$ cat src/rtl/cam_irq_pkg.sv
package cam_irq_pkg;
  localparam int NUM_FLAGS = 5;
  localparam int FL_FRAME  = 0;
  localparam int FL_OVR    = 1;
  localparam int FL_ERR    = 2;
  localparam int FL_VSYNC  = 3;
  localparam int FL_LINE   = 4;
  typedef logic [NUM_FLAGS-1:0] flag_vec_t;
endpackage

$ cat src/rtl/cis_level_sync.sv
module cis_level_sync #(
  parameter int STAGES = 2
) (
  input  logic clk,
  input  logic rst,
  input  logic level_in,
  input  logic active_pol,
  output logic rise_pulse
);
  localparam int LAST = STAGES - 1;

  logic             active_raw;
  logic [LAST:0]    chain;
  logic             prev_act;

  // normalise to "active" before synchronising, so reset state is inactive
  assign active_raw = level_in ~^ active_pol;

  always_ff @(posedge clk) begin
    if (rst) begin
      chain    <= '0;
      prev_act <= 1'b0;
    end else begin
      chain    <= {chain[LAST-1:0], active_raw};
      prev_act <= chain[LAST];
    end
  end

  assign rise_pulse = chain[LAST] & ~prev_act;

  // one transition produces one pulse, never two in a row
  a_r6_single_pulse: assert property (@(posedge clk) disable iff (rst)
    rise_pulse |=> !rise_pulse);
endmodule

$ cat src/rtl/cis_event_qual.sv
module cis_event_qual
  import cam_irq_pkg::*;
(
  input  logic      vsync_rise,
  input  logic      hsync_rise,
  input  logic      frame_done,
  input  logic      overrun,
  input  logic      sync_err,
  input  logic      embedded_mode,
  input  logic      capture_en,
  output flag_vec_t set_vec
);
  logic sync_ok;

  // in embedded mode, sync-derived flags need capture running
  assign sync_ok = ~embedded_mode | capture_en;

  always_comb begin
    set_vec           = '0;
    set_vec[FL_FRAME] = frame_done;
    set_vec[FL_OVR]   = overrun;
    set_vec[FL_ERR]   = sync_err & embedded_mode;
    set_vec[FL_VSYNC] = vsync_rise & sync_ok;
    set_vec[FL_LINE]  = hsync_rise & sync_ok;
  end
endmodule

$ cat src/rtl/cis_flag_bank.sv
module cis_flag_bank #(
  parameter int N = 5
) (
  input  logic         clk,
  input  logic         rst,
  input  logic [N-1:0] set_vec,
  input  logic         clr_wr,
  input  logic [N-1:0] clr_mask,
  output logic [N-1:0] flags
);
  logic [N-1:0] clr_eff;

  assign clr_eff = clr_wr ? clr_mask : '0;

  for (genvar i = 0; i < N; i++) begin : g_flag
    always_ff @(posedge clk) begin
      if (rst)              flags[i] <= 1'b0;
      else if (set_vec[i])  flags[i] <= 1'b1;   // set beats clear
      else if (clr_eff[i])  flags[i] <= 1'b0;
    end

    a_r9_set_wins: assert property (@(posedge clk) disable iff (rst)
      set_vec[i] |=> flags[i]);
    a_r8_clear: assert property (@(posedge clk) disable iff (rst)
      (clr_wr && clr_mask[i] && !set_vec[i]) |=> !flags[i]);
    a_r8_hold: assert property (@(posedge clk) disable iff (rst)
      (!set_vec[i] && !(clr_wr && clr_mask[i])) |=> $stable(flags[i]));
  end
endmodule

$ cat src/rtl/cis_irq_gate.sv
module cis_irq_gate #(
  parameter int N = 5
) (
  input  logic         clk,
  input  logic         rst,
  input  logic [N-1:0] flags,
  input  logic [N-1:0] enable,
  output logic         irq
);
  logic pending;

  assign pending = |(flags & enable);

  always_ff @(posedge clk) begin
    if (rst) irq <= 1'b0;
    else     irq <= pending;
  end

  a_r10_irq_follows: assert property (@(posedge clk) disable iff (rst)
    pending |=> irq);
  a_r10_irq_quiet: assert property (@(posedge clk) disable iff (rst)
    !pending |=> !irq);
endmodule

$ cat src/rtl/cam_irq_status.sv
module cam_irq_status
  import cam_irq_pkg::*;
#(
  parameter int SYNC_STAGES = 2
) (
  input  logic                 clk,
  input  logic                 rst,
  input  logic                 vsync_in,
  input  logic                 hsync_in,
  input  logic                 vsync_pol,
  input  logic                 hsync_pol,
  input  logic                 frame_done,
  input  logic                 overrun,
  input  logic                 sync_err,
  input  logic                 embedded_mode,
  input  logic                 capture_en,
  input  logic                 clr_wr,
  input  logic [NUM_FLAGS-1:0] clr_data,
  input  logic [NUM_FLAGS-1:0] irq_en,
  output logic [NUM_FLAGS-1:0] raw_flags,
  output logic                 irq
);
  logic      vsync_rise;
  logic      hsync_rise;
  flag_vec_t set_vec;

  cis_level_sync #(.STAGES(SYNC_STAGES)) u_vsync (
    .clk(clk), .rst(rst), .level_in(vsync_in), .active_pol(vsync_pol),
    .rise_pulse(vsync_rise));

  cis_level_sync #(.STAGES(SYNC_STAGES)) u_hsync (
    .clk(clk), .rst(rst), .level_in(hsync_in), .active_pol(hsync_pol),
    .rise_pulse(hsync_rise));

  cis_event_qual u_qual (
    .vsync_rise(vsync_rise), .hsync_rise(hsync_rise),
    .frame_done(frame_done), .overrun(overrun), .sync_err(sync_err),
    .embedded_mode(embedded_mode), .capture_en(capture_en),
    .set_vec(set_vec));

  cis_flag_bank #(.N(NUM_FLAGS)) u_flags (
    .clk(clk), .rst(rst), .set_vec(set_vec), .clr_wr(clr_wr),
    .clr_mask(clr_data), .flags(raw_flags));

  cis_irq_gate #(.N(NUM_FLAGS)) u_irq (
    .clk(clk), .rst(rst), .flags(raw_flags), .enable(irq_en), .irq(irq));

  a_r1_reset: assert property (@(posedge clk)
    rst |=> (raw_flags == '0) && !irq);
  a_r2_frame_any_mode: assert property (@(posedge clk) disable iff (rst)
    frame_done |=> raw_flags[FL_FRAME]);
  a_r3_overrun: assert property (@(posedge clk) disable iff (rst)
    overrun |=> raw_flags[FL_OVR]);
  a_r4_hw_no_err: assert property (@(posedge clk) disable iff (rst)
    (!embedded_mode && !raw_flags[FL_ERR]) |=> !raw_flags[FL_ERR]);
  a_r7_gated_vsync: assert property (@(posedge clk) disable iff (rst)
    (embedded_mode && !capture_en && !raw_flags[FL_VSYNC]) |=> !raw_flags[FL_VSYNC]);
  a_r7_gated_line: assert property (@(posedge clk) disable iff (rst)
    (embedded_mode && !capture_en && !raw_flags[FL_LINE]) |=> !raw_flags[FL_LINE]);
endmodule

$ cat config.mk
export PLATFORM = sky130hd
export DESIGN_NAME = cam_irq_status
export DESIGN_NICKNAME = d
export VERILOG_FILES = /design/src/rtl/cam_irq_pkg.sv /design/src/rtl/cis_level_sync.sv /design/src/rtl/cis_event_qual.sv /design/src/rtl/cis_flag_bank.sv /design/src/rtl/cis_irq_gate.sv /design/src/rtl/cam_irq_status.sv
export SDC_FILE = /design/constraint.sdc
export NUM_CORES = 1
export LEC_CHECK = 0
export BUFFER_PORTS_ARGS = -buffer_cell sky130_fd_sc_hd__buf_2
export CORE_AREA = 2 2 39 41
export CTS_CLUSTER_SIZE = 14
export DETAILED_ROUTE_END_ITERATION = 8
export DIE_AREA = 0 0 41 43
export SETUP_SLACK_MARGIN = 0.4
export SYNTH_ARGS = -nofsm -noshare
export SYNTH_HDL_FRONTEND = slang
export SYNTH_SLANG_ARGS = --single-unit
$ cat constraint.sdc
create_clock -name clk -period 1 [get_ports clk]
set_input_delay 0.2 -clock clk [delete_from_list [all_inputs] [get_ports clk]]
set_output_delay 0.2 -clock clk [all_outputs]
set_load 0.01 [all_outputs]
==> results.md <==
- Status: completed
- Switch share: 22.16%
- Flop pwr share: between 50% and 60%
- Pwr dens: 1445 nW/um2
- I/O pin total: 28
- Top fanout value on the critical path: 3
- Synth top cells by count: 12 x dfxtp_1, 7 x nor2_1, 5 x nand2_1, 4 x nor2b_1, 3 x a21oi_1
- Syn Nets: 64
- Synth cell types: 12
- Clock Skews: 0.0004525 ns
- Dominant cells by area after synthesis: dfxtp_1 59%, nor2_1 6.5%, nor2b_1 6.2%
- Post-synth top area share: about 59%
- Clock sinks: 12
- Endpoint type of the worst setup path: primary output
- Cell Chain, Critical Path: buf_6
- Routed WL per cell: 9.689 um
- Antenna Cells: 0
- Nets: 98
- Initial Utilization: 29.20%
- Placed cell areas: 564.3 um2
- Most used standard cell by instance count after synthesis: dfxtp_1
- Via density: 4.422
- Fin. max-slew vios: 0
- Leakage: 0.0003126 uW
- Fill cells: 138
- Total vias in the final route: 398
- Slowest CP cell: dfxtp_2
- WP data arrival: 0.71 ns
- First-pass GRT wire length: 1214 um
- Worst stage delay on the critical path: 0.35 ns
- Final Core Density: 47.47%
- Synth area leader: dfxtp_1
- GRT overflow: 0
- FF+latch area: 246.5 um2
- Clock-pin slew on the worst setup and hold paths: 0.07 ns
- Avg Cell Area, Syn: 9.622 um2
- Num CTS Buffers: 3
- H-Tree Depth: 1
- Startpoint Class: register
- P_int: 738.9 uW
- Clk_lat worst skew: between 0.2 and 0.3 ns
- Die footprint: 1763 um2
- Net Sw Power: 210.3 uW
- GPL Wtd Cong: 0.5780
- Die width: 41 um
- Post-synth top flop: dfxtp_1
- Post-Layout Cell Count: 90
- TritonCTS clock tree: yes
- Setup-failing EPs final: 0
- Crit path required time: 0.80 ns
- Worst slack at placement: about 0.17 ns
- Post-synth EDFFs: 0
- Gate power share: 15.8%
- Die height: 43 um
- Cells after DPL: 84
- Final WS setup: 0.09065 ns
- Critical setup path kind: register to primary output
- Residual DRC: 0
- Vias in the first global route: 340
- Post-route cell area: 656.9 um2
- Post-CTS Hold Buffers: 0
- Cell family with most CP delay: flip-flops
- Setup tns final: 0 ns
- Minimum clock period: 0.9093 ns
- CTS Buffer Depth: 2
- Max Clk Rate: 1100 MHz
- Row count: 14
- YS warnings: 0
- Detail Route Antenna Nets: 0
- Tightest Pin Transition: roughly 0.25 ns
- Tcrit/Tclk final: about nine tenths
- Syn Inst Count: 42
- RSZ-0062 raised after global routing: true
- Port Buffers: 27
- Largest net degree at the start of global routing: 13
- Core area: 1384 um2
- Tot GR Track Use: 10.43%
- Root cell of the clock tree: clkbuf_4
- Worst IR drop on VDD: around 0.00071 V
- Clk network pwr share: 29.1%
- Post-synthesis to final-layout area growth: 62.54%
- Final Hold Fails: 0
- WL final: 872 um
- Max Cap Viol: 0
- Min-Delay Path Class: input pin to register
- Async SR Flop Fraction: 0%
- Netlist Area Pre-Place: 404.1 um2
- CP Buf/Inv Count: 1
- Yosys reg bits: 12
- Antenna violations before repair: 0
- Initial DRC count: 4
- Drt first pass iters: 4
- Slew margin rel.: roughly 83%
- Sequential-to-total area share from yosys stat: approximately 59%
- Area of the multi-input gates: 167.7 um2
- Layout cells sized above 1: 55.41%
-- cell families (layout without fill, tap and decap cells) --
group / count (synthesis) / in the layout / share of synthesized area (%)
AO/OA/AOI/OAI: 8 / 8 / 14.24
buffers and inverters: 3 / 35 / 3.095
AND/OR/NAND/NOR: 17 / 17 / 18.89
flip-flops: 12 / 12 / 59.44
XOR/XNOR: 2 / 2 / 4.335
-- layout make-up --
type	count	area share [%]
Sequential cell	12	37.52
Multi-Input combinational cell	27	25.52
Clock buffer	3	3.429
Inverter	2	1.143
Tap cell	16	3.048
Timing Repair Buffer	30	29.33
-- worst paths after layout --
path / startpoint / to / slack, ns / cells past startpoint
worst max-delay path: u_flags.flags[3]$_SDFFE_PP0P_ / raw_flags[3] / 0.09 / 1
worst min-delay path: overrun / u_flags.flags[1]$_SDFFE_PP0P_ / 0.15 / 3
worst min register to register: u_hsync.chain[0]$_SDFF_PP0_ / u_hsync.chain[1]$_SDFF_PP0_ / 0.45 / 1
worst max register to register: u_flags.flags[4]$_SDFFE_PP0P_ / u_irq.irq$_SDFF_PP0_ / 0.15 / 3
-- metal layers --
| layer | part of all wire (%) | track usage, % | up-vias | wire [um] |
|---|---|---|---|---|
| li1 | - | - | 205 | - |
| met1 | 42 | 10.56 | 167 | 369 |
| met2 | 43 | 16.56 | 26 | 376 |
| met3 | 15 | 4.712 | 0 | 127 |
| met4 | 0 | 6.000 | 0 | 0 |
| met5 | 0 | 0 | - | 0 |
-- repair_timing --
| action | in CTS | in global routing |
|---|---|---|
| setup endpoints to repair | 12 | 12 |
| pin swaps | 5 | 0 |
| gates cloned | 0 | 0 |
| hold endpoints to repair | 0 | 0 |
| gates resized for setup | 11 | 0 |
| buffers inserted | 3 | 0 |
-- sequential cells by signal, summed over array words and instances (netlist names) --
name              flops
u_vsync.chain         2
u_irq.irq             1
u_vsync.prev_act      1
u_hsync.chain         2
u_flags.flags         5
u_hsync.prev_act      1
-- power groups by stage --
stage,registers (uW),logic [uW],clock network [uW]
floorplan,538,47.0,0
global placement,531,119,0
finish,523,150,276
detailed placement,532,121,0
CTS,523,151,292
global route,526,166,304
-- placed cells by master, fill, tap and decap left out --
cell	synthesis	final
buf_6	0	6
clkbuf_4	0	3
a21oi_2	0	1
a21oi_1	3	2
buf_2	1	22
nand2b_4	0	1
xor2_1	2	2
dfxtp_2	0	5
a32oi_1	2	2
buf_4	0	2
a22oi_1	2	1
a222oi_1	1	1
dfxtp_1	12	7
nor2_1	7	7
inv_1	2	2
nand2_1	5	5
nor2b_1	4	4
a22oi_2	0	1
-- worst register-to-register path, stage by stage (launching register included) --
cell and delay, ns:
dfxtp_2 0.33, buf_6 0.11, a222oi_1 0.20, a21oi_1 0.10
-- per-stage QoR --
step | hold WS [ns] | total power (uW)
final | 0.1516 | 949.3
after CTS | 0.1417 | 966.5
after global placement | 0.4087 | 649.7
after detailed placement | 0.4180 | 652.2
after global routing | 0.1742 | 996.9
after floorplan | 0.2716 | 584.8
Note: power is estimated with default switching activity, not from simulation.
